--- src/rtl/hbp_pkg.sv ---
package hbp_pkg;
  localparam int BUS_W   = 8;
  localparam int NIB_W   = BUS_W / 2;
  localparam int ADDR_W  = BUS_W - 1;
  localparam int TAG_W   = 3;
  localparam logic [TAG_W-1:0] MSET_TAG = 3'b001;
  localparam int MSET_WIDTH_BIT = 4;

  typedef struct packed {
    logic             en;
    logic             rs;
    logic             rw;
    logic [BUS_W-1:0] db;
  } bus_sample_t;

  localparam int SAMPLE_W = $bits(bus_sample_t);
endpackage

--- src/rtl/hbp_sync.sv ---
module hbp_sync #(
  parameter int W      = 1,
  parameter int STAGES = 2
) (
  input  logic         clk,
  input  logic         rst,
  input  logic [W-1:0] d,
  output logic [W-1:0] q
);
  logic [STAGES-1:0][W-1:0] st;

  always_ff @(posedge clk) begin
    if (rst) begin
      st <= '0;
    end else begin
      for (int i = STAGES - 1; i > 0; i--) st[i] <= st[i-1];
      st[0] <= d;
    end
  end

  assign q = st[STAGES-1];
endmodule

--- src/rtl/hbp_nibble_ctl.sv ---
module hbp_nibble_ctl
  import hbp_pkg::*;
(
  input  logic             clk,
  input  logic             rst,
  input  logic             fall,
  input  logic             rs,
  input  logic             rw,
  input  logic [BUS_W-1:0] din,
  output logic             wide,
  output logic             phase,
  output logic             wr_stb,
  output logic             wr_is_data,
  output logic [BUS_W-1:0] wr_byte,
  output logic             rd_stb
);
  logic [NIB_W-1:0] hi_q;
  logic [BUS_W-1:0] full_byte;
  logic             byte_done;
  logic             is_mset;
  logic             rd_done;

  // completion of a byte: wide mode every pulse, narrow mode the low half
  assign full_byte = wide ? din : {hi_q, din[BUS_W-1 -: NIB_W]};
  assign byte_done = fall & ~rw & (wide | phase);
  assign rd_done   = fall & rw & (wide | phase);
  assign is_mset   = ~rs & (full_byte[BUS_W-1 -: TAG_W] == MSET_TAG);

  always_ff @(posedge clk) begin
    if (rst) begin
      wide       <= 1'b1;
      phase      <= 1'b0;
      hi_q       <= '0;
      wr_stb     <= 1'b0;
      wr_is_data <= 1'b0;
      wr_byte    <= '0;
      rd_stb     <= 1'b0;
    end else begin
      wr_stb <= 1'b0;
      rd_stb <= 1'b0;
      if (fall && !wide && !phase) begin
        phase <= 1'b1;
        if (!rw) hi_q <= din[BUS_W-1 -: NIB_W];
      end
      if (rd_done) begin
        phase  <= 1'b0;
        rd_stb <= rs;
      end
      if (byte_done) begin
        phase      <= 1'b0;
        wr_stb     <= 1'b1;
        wr_byte    <= full_byte;
        wr_is_data <= rs;
        if (is_mset) wide <= full_byte[MSET_WIDTH_BIT];
      end
    end
  end
endmodule

--- src/rtl/hbp_read_mux.sv ---
module hbp_read_mux
  import hbp_pkg::*;
(
  input  logic              clk,
  input  logic              rst,
  input  logic              en_hi,
  input  logic              rs,
  input  logic              rw,
  input  logic              wide,
  input  logic              phase,
  input  logic              busy,
  input  logic [ADDR_W-1:0] addr,
  input  logic [BUS_W-1:0]  rdata,
  output logic [BUS_W-1:0]  dout
);
  logic [BUS_W-1:0] sel;
  logic [BUS_W-1:0] shaped;
  logic [NIB_W-1:0] half;

  assign sel = rs ? rdata : {busy, addr};

  // pick the half for narrow mode: lane 1 holds bits 7..4, lane 0 bits 3..0
  for (genvar b = 0; b < NIB_W; b++) begin : g_half
    assign half[b] = phase ? sel[b] : sel[b + NIB_W];
  end

  assign shaped = wide ? sel : {half, {NIB_W{1'b0}}};

  always_ff @(posedge clk) begin
    if (rst) dout <= '0;
    else if (en_hi && rw) dout <= shaped;
    else dout <= '0;
  end
endmodule

--- src/rtl/hostbus_port.sv ---
module hostbus_port
  import hbp_pkg::*;
#(
  parameter int SYNC_STAGES = 2
) (
  input  logic              clk,
  input  logic              rst,
  input  logic              bus_en,
  input  logic              bus_rs,
  input  logic              bus_rw,
  input  logic [BUS_W-1:0]  bus_din,
  output logic [BUS_W-1:0]  bus_dout,
  input  logic              core_busy,
  input  logic [ADDR_W-1:0] core_addr,
  input  logic [BUS_W-1:0]  core_rdata,
  output logic              wr_stb,
  output logic              wr_is_data,
  output logic [BUS_W-1:0]  wr_byte,
  output logic              rd_stb,
  output logic              wide_mode
);
  bus_sample_t raw, synced;
  logic        en_q;
  logic        fall;
  logic        phase;

  assign raw = '{en: bus_en, rs: bus_rs, rw: bus_rw, db: bus_din};

  hbp_sync #(.W(SAMPLE_W), .STAGES(SYNC_STAGES)) u_sync (
    .clk(clk), .rst(rst), .d(raw), .q(synced)
  );

  always_ff @(posedge clk) begin
    if (rst) en_q <= 1'b0;
    else     en_q <= synced.en;
  end

  assign fall = en_q & ~synced.en;

  hbp_nibble_ctl u_ctl (
    .clk(clk), .rst(rst), .fall(fall),
    .rs(synced.rs), .rw(synced.rw), .din(synced.db),
    .wide(wide_mode), .phase(phase),
    .wr_stb(wr_stb), .wr_is_data(wr_is_data), .wr_byte(wr_byte),
    .rd_stb(rd_stb)
  );

  hbp_read_mux u_rd (
    .clk(clk), .rst(rst), .en_hi(synced.en),
    .rs(synced.rs), .rw(synced.rw),
    .wide(wide_mode), .phase(phase),
    .busy(core_busy), .addr(core_addr), .rdata(core_rdata),
    .dout(bus_dout)
  );
endmodule

--- config.mk ---
export PLATFORM = sky130hd
export DESIGN_NAME = hostbus_port
export DESIGN_NICKNAME = d
export VERILOG_FILES = /design/src/rtl/hbp_pkg.sv /design/src/rtl/hbp_sync.sv /design/src/rtl/hbp_nibble_ctl.sv /design/src/rtl/hbp_read_mux.sv /design/src/rtl/hostbus_port.sv
export SDC_FILE = /design/constraint.sdc
export NUM_CORES = 1
export LEC_CHECK = 0
export ABC_AREA = 1
export BUFFER_PORTS_ARGS = -buffer_cell sky130_fd_sc_hd__buf_4
export CORE_AREA = 4 4 67 69
export CTS_CLUSTER_DIAMETER = 50
export CTS_CLUSTER_SIZE = 16
export DETAILED_ROUTE_END_ITERATION = 16
export DIE_AREA = 0 0 71 73
export PLACE_DENSITY = 0.73
export SYNTH_ARGS = -nofsm -noshare
export SYNTH_HDL_FRONTEND = slang
export SYNTH_HIERARCHICAL = 1
export SYNTH_SLANG_ARGS = --single-unit
--- constraint.sdc ---
create_clock -name clk -period 2.1 [get_ports clk]
set_input_delay 0.21 -clock clk [delete_from_list [all_inputs] [get_ports clk]]
set_output_delay 0.21 -clock clk [all_outputs]
set_load 0.01 [all_outputs]
---- Word level (Yosys, flattened, before mapping) ----
Index checks and enable logic that the tools add are counted.
storage, ports and cells
  output and inout bits ................... 20
  bits of input ports ..................... 29
  logic and storage cells ................. 45
  flip-flop bits (word level) ............. 48
operators by class
  mux-type cells .......................... 8
  reductions and logical operators ........ 11
  bitwise logic cells ..................... 13
  equality and inequality tests ........... 1
operator list
  cell                                                 count
  two-way mux 8 bit                                    3
  bitwise AND 1 bit                                    6
  NOT 1 bit                                            6
  OR reduction 3 bit                                   2
  two-way mux 1 bit                                    5
  AND reduction 2 bit                                  2
  OR reduction 2 bit                                   2
  equality test 3 x 1 -> 1 bit, second input constant  1
  logical AND 1 bit                                    3
  logical NOT 1 bit                                    2
  OR 1 bit                                             1

---- Depth between registers and ports, before layout ----
  depth in word-level cells ............... 6
  mapped depth ............................ 9
  depth with buffers taken out ............ 9

---- By module ----
The synthesis kept the hierarchy.
by module, submodules not included
  module          cells each  sequential area each (um2)  area each (um2)  instances
  hbp_nibble_ctl  91          340.3                       729.4            1
  hbp_sync        79          440.4                       710.7            1
  hbp_read_mux    55          160.2                       391.6            1
  hostbus_port    5           20.0                        37.5             1

---- Least setup slack after synthesis ----
Ideal clock, no wire load.
  kind .................................... register to register
  from .................................... register u_sync.st (netlist bit u_sync/q[10])
  to ...................................... register u_ctl.wide
  arrival time ............................ 1.082 ns
  setup time .............................. 0.123 ns
  period minus slack after synthesis ...... 1.205 ns
  data required time ...................... 1.977 ns
  setup slack ............................. 0.895 ns
  stages on the path, launching flop included .. 10
  path buffers ............................ 1
  cells stage by stage .................... dfxtp_1 > buf_4 > nor2_1 > inv_2 > nor2_8 > nand3_1 > nor2_2 > nand2_1 > nand2_1 > nand3_1
between the ends
  longest elaborated chain between the ends .. 5
ends and longest elaborated chain
  item                            line                  text
  start: declaration              hbp_sync.sv:10        logic [STAGES-1:0][W-1:0] st;
  NOT 1 bit                       hostbus_port.sv:38    assign fall = en_q & ~synced.en;
  bitwise AND 1 bit               hostbus_port.sv:38
  named net fall                  hostbus_port.sv:24    logic fall;
  bitwise AND 1 bit (2 in a row)  hbp_nibble_ctl.sv:25  assign byte_done = fall & ~rw & (wide | phase);
  AND reduction 2 bit (no line)   -
  end signal: assignment          hbp_nibble_ctl.sv:54  if (is_mset) wide <= full_byte[MSET_WIDTH_BIT];
  end: declaration                hbp_nibble_ctl.sv:10  output logic wide,
The timed path passes the listed nets, and every way through them passes these cells.
A chain may end at the register's enable or synchronous reset.

---- Worst setup path in the final report ----
  from .................................... register u_ctl.wide
  to ...................................... output port wide_mode
RTL lines
  item              line                text
  end: declaration  hostbus_port.sv:20  output logic wide_mode
No word-level cell between the ends.

==> flow_summary.yaml <==
die:
  die_h_um: 73
  io_pins: 49
  rows: 23
  dieArea_um2: 5180
  die_w_um: 71
  core_um2: 3910
  initial_utilization: 0.478
layout:
  final_nets: 299
  multi_input_area_um2: 633
  areaGrowthSynthToFinish_pct: 21.9
  num-fill-cells: 380
  drive_above_1_share: 0.303
  n_antenna_cell: 0
  final-seq-area_um2: 961
synthesis:
  async_flop_share: 0
  yosysTopAreaCell: "dfxtp_1"
  synth_edf_count: 0
  netlist_area_um2: 1870
  synthTopCellsByArea: "dfxtp_1 (51%), nor2_1 (7.2%), nand2_1 (7.0%), inv_1 (6.0%), nand3_1 (4.6%)"
  synth_top_area_frac: 0.514
  synth.distinct_cells: 21
  synth_warnings: 6
  ys_seq_elements: 48
  avgSynthCellArea_um2: 8.13
  synth_cells: 230
  syn_nets: 259
  yosys-top-cells-count: "dfxtp_1 (48), nor2_1 (36), nand2_1 (35), inv_1 (30), nand3_1 (17)"
  synth.most_common_cell: "dfxtp_1"
  ys_seq_area_frac: 0.514
  synthFlopType: "dfxtp_1"
global_route:
  grt_usage: 0.128
  grt_pass1_vias: 1212
  grt_max_degree: 26
  grt.overflow.total: 0
  grt_pass1_wl_mm: 5.26
  antenna_found_initial: 0
clocking:
  cts_buffers: 5
  cts.sinks: 48
  clk_pin_slew_ns: 0.08
  postCtsHoldBufs: 0
  cts_tree: "yes"
  htreeDepth: 2
  clock_latency_ns: 0.29
  ctsResizeCount: 0
  post_cts_buffers: 0
  clock_tree.root_cell: "clkbuf_8"
  cts_buffer_depth: 2
timing:
  clock_skew_ns: 0.00567
  fmax_mhz: 785
  tns_ns: 0
  tightest_slew_ns: 0.520
  hold_ws_ns: 0.109
  hold_violations: 0
  setup-violations-final: 0
  rsz0062_at_grt: "false"
  drv_slew: 0
  slew_headroom: 0.653
  finalCritPeriodShare: 0.606
  period_needed_ns: 1.27
worst_setup_path:
  worstPathArrival_ns: 1.06
  path_max_fanout: 11
  worstSetupPathType: "register to primary output"
  endpoint_kind: "primary output"
  timing.critical_path.required_ns: 1.89
  crit_path_start_kind: "register"
worst_hold_path:
  min_path_type: "input pin to register"
placement:
  routabilityCongestion: 0.807
  dp_hpwl_mm: 2.36
  portBuffers: 48
power:
  p_leak_nw: 1.13
  power_density_nw_per_um2: 743
  ir_drop_v: 0.000479
drt:
  vias: 1405
  vias_per_cell: 4.38
  route.detailed.wl_per_inst_um: 9.87
  dr.pass1.iters: 6
  drt_iter0_markers: 69
  ant_nets: 0
  drc: 0
  drt_wl_total_mm: 3.17
status:
  status: "completed"
job:
  drv_cap: 0
[through the flow]
step                      setup WS (ns)  cells  instance area (um2)  utilization  power [W]
after floorplan                   0.895    230                 1870            -    0.00104
after global placement            0.790    313                 2170        0.554    0.00108
after detailed placement          0.772    313                 2170        0.554    0.00108
after CTS                         0.816    321                 2280        0.582    0.00171
after global routing              0.730    321                 2280        0.582    0.00177
final                             0.826    321                 2280        0.582    0.00169
[sequential cells by signal, indices dropped and copies added, names as in the netlist]
name	count
en_q	1
u_ctl/wr_is_data	1
u_ctl/wr_stb	1
u_rd/dout	8
u_ctl/wr_byte	8
u_ctl/wide	1
u_ctl/hi_q	4
u_ctl/phase	1
u_sync/st	11
u_sync/q	11
u_ctl/rd_stb	1
[placed cells by master, fill, tap and decap left out, types with 3 or more instances in the layout]
cell / count
a21oi_1: 7
buf_4: 49
clkbuf_8: 5
dfxtp_1: 48
inv_1: 30
inv_2: 5
mux2i_1: 3
nand2_1: 35
nand2_2: 11
nand3_1: 17
nor2_1: 36
o21ai_0: 12
[power by group]
group | switching (W) | internal [W]
Clock | 0.000287 | 0.000352
Combinational | 0.0000534 | 0.0000576
Sequential | 0.0000114 | 0.000932
Total | 0.000351 | 0.00134
[critical path, stage by stage (launching register included)]
cell	delay, ns
dfxtp_1	0.41
buf_4	0.22
buf_4	0.14
[cell type report]
cell class,count,share of cell area
sequential,48,0.422
multi-input combinational,130,0.278
timing repair buffer,49,0.161
inverter,36,0.0626
clock buffer,5,0.0302
tap,50,0.0275
clock inverter,3,0.0187
[logic make-up (layout without fill, tap and decap cells)]
logic type	count (synthesis)	count (layout)	synth area share
AOI/OAI and AO/OA	21	21	0.0602
buffers and inverters	52	93	0.147
DFF	48	48	0.514
muxes	3	3	0.0161
and+or+nand+nor	106	106	0.262
[worst paths after layout]
path                                   start      endpoint  slack [ns]  depth (start not counted)
worst min-delay path              bus_din[5]  u_sync/st[5]        0.11                          3
worst max register to register          en_q    u_ctl/wide        0.87                          9
worst max-delay path              u_ctl/wide     wide_mode        0.83                          2
worst min register to register  u_sync/st[1]   u_sync/q[1]        0.40                          2
[routing by layer]
| layer | global-route usage | wire length, um |
|---|---|---|
| met1 | 0.165 | 1510 |
| met2 | 0.193 | 1350 |
| met3 | 0.0482 | 260 |
| met4 | 0.0564 | 52 |
| met5 | 0 | 0 |
No activity file was read; power rests on OpenSTA's default activity.
